<file path="src/rtl/bpg_pkg.sv">
package bpg_pkg;

    typedef enum logic [1:0] {
        S_IDLE = 2'd0,
        S_RUN  = 2'd1,
        S_DONE = 2'd2
    } bpg_state_e;

    localparam int CODE_W   = 3;
    localparam int GROUP_W  = 4;
    localparam int LFSR_W   = 32;
    localparam logic [LFSR_W-1:0] LFSR_TAPS = 32'h8020_0003;
    localparam logic [CODE_W-1:0] CODE_HALF = 3'd3;

    // Bias one output bit from a four-bit group of generator state.
    function automatic logic shape_bit(input logic [CODE_W-1:0] code,
                                       input logic [GROUP_W-1:0] grp);
        logic and1, and2, and3, and4;
        logic r;
        and1 = grp[0];
        and2 = &grp[1:0];
        and3 = &grp[2:0];
        and4 = &grp[3:0];
        unique case (code)
            3'd0: r = and4;
            3'd1: r = and3;
            3'd2: r = and2;
            3'd3: r = and1;
            3'd4: r = ~and2;
            3'd5: r = ~and3;
            3'd6: r = ~and4;
            3'd7: r = ~and1;
        endcase
        return r;
    endfunction

endpackage

</file>
<file path="src/rtl/bpg_lfsr.sv">
module bpg_lfsr
    import bpg_pkg::*;
#(
    parameter logic [LFSR_W-1:0] SEED = 32'hACE1_2B57
) (
    input  logic              clk,
    input  logic              rst_n,
    input  logic              load,
    input  logic              step,
    output logic [LFSR_W-1:0] state
);

    logic fb;

    assign fb = ^(state & LFSR_TAPS);

    always_ff @(posedge clk) begin
        if (!rst_n) begin
            state <= SEED;
        end else if (load) begin
            state <= SEED;
        end else if (step) begin
            state <= {state[LFSR_W-2:0], fb};
        end
    end

    // maximal-length register never falls into the lock-up state
    p_never_zero_r9: assert property (@(posedge clk) disable iff (!rst_n)
        state != '0);

    // state only moves on a step or reload
    p_hold_idle_r2: assert property (@(posedge clk) disable iff (!rst_n)
        (!step && !load) |=> $stable(state));

endmodule

</file>
<file path="src/rtl/bpg_wtable.sv">
module bpg_wtable
    import bpg_pkg::*;
#(
    parameter int N_OUT    = 8,
    parameter int NUM_SETS = 4,
    parameter int SET_W    = 2
) (
    input  logic                    clk,
    input  logic                    rst_n,
    input  logic                    lock,
    input  logic                    wr,
    input  logic [SET_W-1:0]        wr_set,
    input  logic [N_OUT*CODE_W-1:0] wr_codes,
    input  logic [SET_W-1:0]        rd_set,
    output logic [N_OUT*CODE_W-1:0] rd_codes
);

    localparam int ROW_W = N_OUT * CODE_W;

    logic [NUM_SETS-1:0][ROW_W-1:0] mem;

    generate
        for (genvar s = 0; s < NUM_SETS; s++) begin : g_row
            always_ff @(posedge clk) begin
                if (!rst_n) begin
                    mem[s] <= {N_OUT{CODE_HALF}};
                end else if (wr && !lock && (wr_set == SET_W'(s))) begin
                    mem[s] <= wr_codes;
                end
            end
        end
    endgenerate

    assign rd_codes = mem[rd_set];

    // table contents frozen while a run holds the lock
    p_locked_hold_r7: assert property (@(posedge clk) disable iff (!rst_n)
        lock |=> $stable(mem));

endmodule

</file>
<file path="src/rtl/bpg_shaper.sv">
module bpg_shaper
    import bpg_pkg::*;
#(
    parameter int N_OUT = 8
) (
    input  logic [N_OUT*GROUP_W-1:0] src,
    input  logic [N_OUT*CODE_W-1:0]  codes,
    output logic [N_OUT-1:0]         bits
);

    generate
        for (genvar j = 0; j < N_OUT; j++) begin : g_bit
            assign bits[j] = shape_bit(codes[j*CODE_W +: CODE_W],
                                       src[j*GROUP_W +: GROUP_W]);
        end
    endgenerate

endmodule

</file>
<file path="src/rtl/biased_pattern_gen.sv">
module biased_pattern_gen
    import bpg_pkg::*;
#(
    parameter int N_OUT    = 8,
    parameter int NUM_SETS = 4,
    parameter int CNT_W    = 16,
    parameter logic [LFSR_W-1:0] SEED = 32'hACE1_2B57,
    localparam int SET_W   = (NUM_SETS > 1) ? $clog2(NUM_SETS) : 1,
    localparam int ROW_W   = N_OUT * CODE_W
) (
    input  logic             clk,
    input  logic             rst_n,
    input  logic             start,
    input  logic             wt_wr,
    input  logic [SET_W-1:0] wt_set,
    input  logic [ROW_W-1:0] wt_codes,
    input  logic [CNT_W-1:0] pats_per_set,
    input  logic [SET_W-1:0] last_set,
    output logic [N_OUT-1:0] pattern,
    output logic             pattern_valid,
    output logic [SET_W-1:0] pattern_set,
    output logic             done
);

    localparam int SRC_W = N_OUT * GROUP_W;

    bpg_state_e        state, state_nx;
    logic              go, adv, fin;
    logic [SET_W-1:0]  cur_set, last_q;
    logic [CNT_W-1:0]  cnt, lim;
    logic [LFSR_W-1:0] gen;
    logic [ROW_W-1:0]  codes;
    logic [N_OUT-1:0]  shaped;
    logic              running;

    assign running = (state == S_RUN);

    // Next-state and transition decode: GO, NEXT, FIN, AGAIN
    always_comb begin
        state_nx = state;
        go  = 1'b0;
        adv = 1'b0;
        fin = 1'b0;
        unique case (state)
            S_IDLE: begin
                if (start) begin
                    state_nx = S_RUN;
                    go = 1'b1;
                end
            end
            S_RUN: begin
                if (cnt == lim) begin
                    if (cur_set == last_q) begin
                        state_nx = S_DONE;
                        fin = 1'b1;
                    end else begin
                        adv = 1'b1;
                    end
                end
            end
            S_DONE: begin
                if (start) begin
                    state_nx = S_RUN;
                    go = 1'b1;
                end
            end
            default: state_nx = S_IDLE;
        endcase
    end

    always_ff @(posedge clk) begin
        if (!rst_n) state <= S_IDLE;
        else        state <= state_nx;
    end

    // Pattern counter and set pointer
    always_ff @(posedge clk) begin
        if (!rst_n) begin
            cur_set <= '0;
            last_q  <= '0;
            cnt     <= '0;
            lim     <= '0;
        end else if (go) begin
            cur_set <= '0;
            last_q  <= last_set;
            cnt     <= '0;
            lim     <= (pats_per_set == '0) ? '0 : pats_per_set - 1'b1;
        end else if (running) begin
            if (cnt == lim) begin
                cnt <= '0;
                if (adv) cur_set <= cur_set + 1'b1;
            end else begin
                cnt <= cnt + 1'b1;
            end
        end
    end

    bpg_lfsr #(.SEED(SEED)) u_lfsr (
        .clk   (clk),
        .rst_n (rst_n),
        .load  (go),
        .step  (running),
        .state (gen)
    );

    bpg_wtable #(.N_OUT(N_OUT), .NUM_SETS(NUM_SETS), .SET_W(SET_W)) u_tbl (
        .clk      (clk),
        .rst_n    (rst_n),
        .lock     (running),
        .wr       (wt_wr),
        .wr_set   (wt_set),
        .wr_codes (wt_codes),
        .rd_set   (cur_set),
        .rd_codes (codes)
    );

    bpg_shaper #(.N_OUT(N_OUT)) u_shp (
        .src   (gen[SRC_W-1:0]),
        .codes (codes),
        .bits  (shaped)
    );

    // Output register
    always_ff @(posedge clk) begin
        if (!rst_n) begin
            pattern       <= '0;
            pattern_valid <= 1'b0;
            pattern_set   <= '0;
        end else begin
            pattern_valid <= running;
            pattern       <= running ? shaped : '0;
            if (running) pattern_set <= cur_set;
        end
    end

    assign done = (state == S_DONE);

    // once finished, no further strobes
    p_done_quiet_r6: assert property (@(posedge clk) disable iff (!rst_n)
        done |=> !pattern_valid);

    // set index moves up by at most one between adjacent patterns
    p_set_step_r5: assert property (@(posedge clk) disable iff (!rst_n)
        (pattern_valid && $past(pattern_valid)) |->
            (pattern_set == $past(pattern_set) ||
             pattern_set == $past(pattern_set) + 1'b1));

    // counter stays inside the latched window
    p_cnt_bound_r5: assert property (@(posedge clk) disable iff (!rst_n)
        running |-> (cnt <= lim));

    // no strobe follows an idle cycle
    p_idle_quiet_r1: assert property (@(posedge clk) disable iff (!rst_n)
        (state == S_IDLE) |=> !pattern_valid);

    // a latched count of zero behaves as one
    p_zero_one_r8: assert property (@(posedge clk) disable iff (!rst_n)
        (go && pats_per_set == '0) |=> (lim == '0));

endmodule

</file>
<file path="config.mk">
export PLATFORM = sky130hd
export DESIGN_NAME = biased_pattern_gen
export DESIGN_NICKNAME = d
export VERILOG_FILES = /design/src/rtl/bpg_pkg.sv /design/src/rtl/bpg_lfsr.sv /design/src/rtl/bpg_wtable.sv /design/src/rtl/bpg_shaper.sv /design/src/rtl/biased_pattern_gen.sv
export SDC_FILE = /design/constraint.sdc
export NUM_CORES = 1
export LEC_CHECK = 0
export ABC_AREA = 1
export BUFFER_PORTS_ARGS = -buffer_cell sky130_fd_sc_hd__buf_2
export CAP_MARGIN = 20
export CORE_ASPECT_RATIO = 0.7
export CORE_MARGIN = 2
export CORE_UTILIZATION = 55
export CTS_BUF_LIST = sky130_fd_sc_hd__clkbuf_8 sky130_fd_sc_hd__clkbuf_16
export DETAILED_ROUTE_END_ITERATION = 8
export PLACE_DENSITY = 0.74
export SKIP_CTS_REPAIR_TIMING = 1
export SLEW_MARGIN = 25
export SYNTH_ARGS = -nofsm -noshare
export SYNTH_HDL_FRONTEND = slang
export SYNTH_SLANG_ARGS = --single-unit
</file>
<file path="constraint.sdc">
create_clock -name clk -period 4.1 [get_ports clk]
set_clock_uncertainty 0.05 [all_clocks]
set_input_delay 0.205 -clock clk [delete_from_list [all_inputs] [get_ports clk]]
set_output_delay 0.205 -clock clk [all_outputs]
set_load 0.01 [all_outputs]
</file>
## Word level (Yosys, flattened, before mapping)

Index checks and enable logic that the tools add are counted.
Widths: inputs -> output; s select.

| operators by class | value |
|---|---|
| eq/ne operators | 66 |
| reduce and logical (&&, ||, !) cells | 47 |
| order comparisons | 1 |
| bitwise gates (word level) | 33 |
| add/sub/neg operators | 3 |
| multiplexer cells | 21 |

Operators with widths:

| kind | count |
|---|---|
| $eq 3x3->1 const B | 32 |
| $pmux 1 s8 | 8 |
| $bmux 24 s2 | 1 |
| $eq 3x2->1 const B | 16 |
| $not 1->1 | 33 |
| $mux 16 | 2 |
| $reduce_and 4->1 | 8 |
| $reduce_xor 32->1 | 1 |
| $reduce_and 3->1 | 10 |
| $eq 3x1->1 const B | 8 |
| $logic_not 3->1 | 8 |
| $mux 24 | 1 |
| $reduce_and 2->1 | 9 |
| $add 16x1->16 const B | 1 |
| $eq 16x16->1 | 1 |
| $logic_not 16->1 | 1 |
| $sub 16x1->16 const B | 1 |
| $eq 2x2->1 const B | 3 |
| $mux 2 | 3 |
| $ne 2x1->1 const B | 3 |
| $logic_and 1x1->1 | 5 |
| $mux 1 | 5 |
| $eq 2x1->1 const B | 2 |
| $logic_not 2->1 | 2 |
| other kinds (6) | 7 |

| word-level totals | value |
|---|---|
| output and inout port bits | 12 |
| bits of input ports | 48 |
| register bits after elaboration | 177 |

## Longest topological paths before layout

| logic depth | value |
|---|---|
| depth after elaboration | 5 |
| gate-level depth with buffers | 12 |
| depth with buffers taken out | 12 |

## Cells and area by module

Synthesis repeated with hierarchy kept, for this count alone.

| unflattened totals | value |
|---|---|
| cell total of the unflattened synthesis | 1,353 |
| area, all modules | 8,966.1 µm² |

Modules (own cells, without submodules):

| module | sequential area each (µm²) | instances | area each (µm²) | cells an instance |
|---|---|---|---|---|
| bpg_wtable | 1,921.8 | 1 | 4,389.2 | 658 |
| biased_pattern_gen | 980.9 | 1 | 2,687.6 | 389 |
| bpg_lfsr | 640.6 | 1 | 1,238.7 | 154 |
| bpg_shaper | 0.0 | 1 | 650.6 | 152 |

## Worst setup path after synthesis

OpenSTA, ideal clock, no wires.

| timing | value |
|---|---|
| kind | input port to flip-flop |
| from | input port pats_per_set[0] |
| to | register lim[12] |
| path buffers | 1 |
| required time | 3.928 ns |
| stages on the path | 10 |
| data arrival time | 1.318 ns |
| path slack | 2.610 ns |
| setup time | 0.122 ns |
| cells stage by stage | inv_1 ha_1 nand2_1 nor2_2 nand2_1 nor2_1 nand3b_1 nand2_1 buf_4 o22ai_1 |

| between the ends | value |
|---|---|
| cells in the longest elaborated chain, start to end | 2 |
| elaborated cells between the ends (all ways) | 3 |
| classes of those cells | 1 x add/sub; 1 x mux; 1 x reduce/logical |

Ends and longest elaborated chain:

| item | RTL line | text |
|---|---|---|
| start, declared | biased_pattern_gen.sv:17 | `input logic [CNT_W-1:0] pats_per_set,` |
| $sub 16x1->16 or $logic_not 16->1 (tied branches) | biased_pattern_gen.sv:87 | `lim <= (pats_per_set == '0) ? '0 : pats_per_set - 1'b1;` |
| $mux 16 * | biased_pattern_gen.sv:87 |  |
| end signal, assigned | biased_pattern_gen.sv:87 |  |
| end, declared | biased_pattern_gen.sv:30 | `logic [CNT_W-1:0] cnt, lim;` |

Mark *: on every way between the ends. The rest lies on a longest branch, timed or not.
A chain may end at the register's enable or synchronous reset.

## Worst setup path in the final report

| timing | value |
|---|---|
| from | register state[0] |
| to | register cnt[15] |

| between the ends | value |
|---|---|
| cells in the longest elaborated chain, start to end | 4 |
| elaborated cells between the ends (all ways) | 6 |
| classes of those cells | 2 x eq/ne; 1 x mux; 3 x reduce/logical |

Ends and longest elaborated chain:

| item | RTL line | text |
|---|---|---|
| start, declared | biased_pattern_gen.sv:27 | `bpg_state_e state, state_nx;` |
| start signal, assigned | biased_pattern_gen.sv:73 | `else state <= state_nx;` |
| $eq 2x2->1 or $logic_not 2->1 (tied branches) | biased_pattern_gen.sv:44 | `unique case (state)` |
| $reduce_or 2->1 (no line) | - |  |
| $mux 1 | - |  |
| $reduce_or 2->1 (no line) | - |  |
| end signal, assigned | biased_pattern_gen.sv:93 | `cnt <= cnt + 1'b1;` |
| end, declared | biased_pattern_gen.sv:30 |  |

Several ways; a longest one is shown, not always the timed one.

==> metrics.log <==
INFO  metric worstPathArrival = between 2000 and 3000 ps
INFO  metric worst_setup_path_start_kind = flop
INFO  metric drt.antenna.violating_nets = 0
INFO  metric finalNetCount = 1333
INFO  metric ys_seq_elements = around 180
INFO  metric initial_cell_density_of_the_core = 0.569
INFO  metric grt_first_pass_wirelength = 35.4 mm
INFO  metric initialDrtViolationCount = between 500 and 600
INFO  metric gp_routability_congestion = roughly 0.9
INFO  metric synth_cell_type_count = 37
INFO  metric via_count_of_the_first_global_routing_pass = 7040
INFO  metric layout-drive-gt1-share = 0.0935
INFO  metric setup_viol = 0
INFO  metric die-area = approximately 16000 um2
INFO  metric drt_pass_1_iters = 5
INFO  metric cts_tree = yes
INFO  metric top_area_cells_in_the_synthesized_netlist = sky130_fd_sc_hd__dfxtp_1 42%, sky130_fd_sc_hd__nand2_1 16%, sky130_fd_sc_hd__nand3_1 6.4%
INFO  metric max_cap_check_violation_count = 0
INFO  metric rows = 37
INFO  metric detail_route.drc_violations = 0
INFO  metric synth_top_cell_area_share = 0.419
INFO  metric timing.final.max_slew_violations = 0
INFO  metric gr-total-overflow = 0
INFO  metric timing.critical_path.slowest_cell_delay = around 800 ps
INFO  metric violations = hold timing
INFO  metric syn_area = approximately 8500 um2
INFO  metric cells_after_synthesis = 1246
INFO  metric post_dp_cell_area = about 8800 um2
INFO  metric post_synth.cell_area_avg = just under 7 um2
INFO  metric fin_worst_hold_slack = -13.7 ps
INFO  metric routed_wl = around 22 mm
INFO  metric grt_start_max_net_pins = 102
INFO  metric hp-class = input pin to flop
INFO  metric cp_data_required_time = roughly 4300 ps
INFO  metric port-buffer-count = 59
INFO  metric crit_buf_inv = 1
INFO  metric clock_tree.htree_level_count = 4
INFO  metric synthToLayoutAreaGrowth = 12.3%
INFO  metric timing.critical_path.slowest_stage_cell = sky130_fd_sc_hd__inv_1
INFO  metric timing.max_slew.rel_slack = 0.341
INFO  metric root_buffer = sky130_fd_sc_hd__clkbuf_16
INFO  metric worstSetupPathType = flop to flop
INFO  metric finalInstanceArea = between 9000 and 10000 um2
INFO  metric critical_path.max_fanout = 52
INFO  metric ios = 60
INFO  metric drt-vias-per-instance = roughly 5.4
INFO  metric rsz0062_at_grt = no
INFO  metric insertedDiodeCount = 0
INFO  metric critPathTopFamily = simple AND/OR/NAND/NOR gates
INFO  metric numCtsBuffers = 17
INFO  metric power_density = between 400 and 500 nW/um2
INFO  metric clock.fmax = between 300 and 400 MHz
INFO  metric num-fill-cells = approximately 1400
INFO  metric timing.setup.tns = 0 ps
INFO  metric numClockSinks = between 150 and 200
INFO  metric post-route-period-util = 0.616
INFO  metric yosys_warnings = 0
INFO  metric die_w = ~150 um
INFO  metric antenna_found_initial = 0
INFO  metric mappedNetlistNets = around 1300
INFO  metric clock_latency_reported_for_the_late_side_of_the_worst_skew_pair = roughly 430 ps
INFO  metric ir_drop = around 0.22 mV
INFO  metric routed_wire_length_per_instance = approximately 14 um
INFO  metric p_leak = 4.54 nW
INFO  metric crit_chain = nand2_4 -> inv_1 -> nand4_1 -> nor3b_1 -> xor2_1 -> nor2_1
INFO  metric cp-end-kind = flop
INFO  metric final_critical_path_time_including_i_o_delays_and_setup = ~2500 ps
INFO  metric path_clk_slew = 60 ps
INFO  metric synth.largest_area_cell = sky130_fd_sc_hd__dfxtp_1
INFO  metric grt_use_total = 0.268
INFO  metric seq_area_frac_synth = 0.419
INFO  metric worstMarginPinSlew = between 900 and 1000 ps
INFO  metric placeableCoreArea = approximately 15000 um2
INFO  metric half_perimeter_wire_length_after_detailed_placement = 14.3 mm
INFO  metric hold_violations = 21
INFO  metric clk_buf_depth = 2
INFO  metric run_status = finished, violations left
INFO  metric die_y = ~110 um
INFO  metric routed-via-count = between 8000 and 9000
-- flip-flops by register name, indices dropped and copies added, names as in the netlist --
signal and cells:
cnt 16, cur_set 2, last_q 2, lim 16
pattern 8, pattern_set 2, pattern_valid 1, state 2
u_lfsr.state 32, u_tbl.mem 96
-- cell usage after synthesis --
cell type / number
sky130_fd_sc_hd__a31oi_2: 1
sky130_fd_sc_hd__o21ai_2: 1
sky130_fd_sc_hd__a31oi_1: 1
sky130_fd_sc_hd__nor3b_1: 1
sky130_fd_sc_hd__buf_6: 1
sky130_fd_sc_hd__ha_1: 3
sky130_fd_sc_hd__nand2_4: 2
sky130_fd_sc_hd__dfxtp_1: 177
sky130_fd_sc_hd__or2_2: 1
sky130_fd_sc_hd__or2_1: 1
sky130_fd_sc_hd__nand3_1: 109
sky130_fd_sc_hd__nand3_2: 1
sky130_fd_sc_hd__nor4_1: 3
sky130_fd_sc_hd__o211ai_1: 17
sky130_fd_sc_hd__nor3_4: 4
sky130_fd_sc_hd__buf_1: 2
sky130_fd_sc_hd__o21ai_0: 89
sky130_fd_sc_hd__a21boi_0: 1
sky130_fd_sc_hd__inv_2: 9
sky130_fd_sc_hd__nor3_1: 20
sky130_fd_sc_hd__xor2_1: 25
sky130_fd_sc_hd__inv_4: 1
sky130_fd_sc_hd__o21ai_1: 16
sky130_fd_sc_hd__nand4_1: 14
sky130_fd_sc_hd__nand3b_1: 3
sky130_fd_sc_hd__nor2_2: 3
sky130_fd_sc_hd__buf_2: 28
sky130_fd_sc_hd__xnor2_1: 9
sky130_fd_sc_hd__a21oi_1: 64
sky130_fd_sc_hd__o22ai_1: 10
sky130_fd_sc_hd__nor3b_2: 1
sky130_fd_sc_hd__inv_1: 109
sky130_fd_sc_hd__nor2_1: 125
sky130_fd_sc_hd__clkbuf_1: 19
sky130_fd_sc_hd__buf_4: 7
sky130_fd_sc_hd__or2_4: 1
sky130_fd_sc_hd__nand2_1: 367
-- layer usage --
layer | vias up | GRT usage | wire length (um) | share of wire
li1 | 4098 | - | - | -
met1 | 3628 | 0.394 | 10700 | 0.49
met2 | 273 | 0.402 | 9240 | 0.43
met3 | 18 | 0.0539 | 1450 | 0.067
met4 | 0 | 0.0654 | 228 | 0.011
met5 | - | 0 | 0 | 0
-- final timing paths --
| path | endpoint | cells after the start | slack, ps | startpoint |
|---|---|---|---|---|
| max | cnt[15] | 6 | 1570 | state[0] |
| min | u_tbl.mem[34] | 3 | -10 | wt_codes[10] |
| max reg2reg | cnt[15] | 6 | 1570 | state[0] |
| min reg2reg | u_tbl.mem[56] | 2 | 400 | u_tbl.mem[56] |
-- layout by cell type, fill, tap and decap left out, types with 2 or more instances in the layout --
cell	count
sky130_fd_sc_hd__nand3b_1	3
sky130_fd_sc_hd__nand4_1	14
sky130_fd_sc_hd__clkbuf_16	17
sky130_fd_sc_hd__o21ai_1	16
sky130_fd_sc_hd__nand2_1	367
sky130_fd_sc_hd__buf_4	8
sky130_fd_sc_hd__nor2_1	125
sky130_fd_sc_hd__ha_1	3
sky130_fd_sc_hd__dlygate4sd3_1	7
sky130_fd_sc_hd__dfxtp_1	177
sky130_fd_sc_hd__a21oi_1	64
sky130_fd_sc_hd__nand2_4	2
sky130_fd_sc_hd__nor2_2	3
sky130_fd_sc_hd__inv_1	111
sky130_fd_sc_hd__o211ai_1	17
sky130_fd_sc_hd__clkinvlp_4	2
sky130_fd_sc_hd__o21ai_0	89
sky130_fd_sc_hd__nand3_1	109
sky130_fd_sc_hd__inv_2	8
sky130_fd_sc_hd__nor3_1	20
sky130_fd_sc_hd__buf_2	59
sky130_fd_sc_hd__clkbuf_8	3
sky130_fd_sc_hd__nor3_4	4
sky130_fd_sc_hd__bufinv_16	5
sky130_fd_sc_hd__clkinv_2	2
sky130_fd_sc_hd__xnor2_1	9
sky130_fd_sc_hd__nor4_1	3
sky130_fd_sc_hd__xor2_1	25
sky130_fd_sc_hd__o22ai_1	10
-- cell families (layout without fill, tap and decap cells) --
logic type | Yosys count | after routing | synth area share
AND/OR/NAND/NOR | 656 | 656 | 0.328
adder cells (fa/ha/maj) | 3 | 3 | 0.00444
flip-flops | 177 | 177 | 0.419
AO/OA/AOI/OAI | 200 | 200 | 0.127
XOR/XNOR | 34 | 34 | 0.0352
buffers and inverters | 176 | 224 | 0.0865
-- layout make-up --
cell class | count | area [um2] | share of cell area
multi-input cells | 893 | 4190 | 0.440
flip-flops and latches | 177 | 3540 | 0.373
clock buffers | 20 | 467 | 0.0491
inverters | 119 | 450 | 0.0474
repair buffers | 74 | 425 | 0.0448
well taps | 195 | 244 | 0.0257
clock inverters | 11 | 186 | 0.0196
-- worst register-to-register path: stages, from the launching register on --
cell                      delay, ps
sky130_fd_sc_hd__dfxtp_1        410
sky130_fd_sc_hd__nand2_4        310
sky130_fd_sc_hd__inv_1          810
sky130_fd_sc_hd__nand4_1        260
sky130_fd_sc_hd__nor3b_1        300
sky130_fd_sc_hd__xor2_1         190
sky130_fd_sc_hd__nor2_1          60
-- metrics by stage --
step	utilization	power (mW)	cells	setup WS, ps
after floorplan	-	2.32	1246	2610
after global placement	0.591	2.46	1451	1720
after detailed placement	0.591	2.47	1451	1660
after CTS	0.635	4.25	1482	1560
after global routing	0.639	4.41	1489	1340
final	0.639	4.25	1489	1570
-- power breakdown --
part,switching (mW),leakage (nW),internal [mW]
clock network,0.671,0.321,1.12
logic,0.372,2.78,0.183
registers,0.0636,1.45,1.83
total,1.11,4.54,3.14
Power figures use the tool's default switching activity.
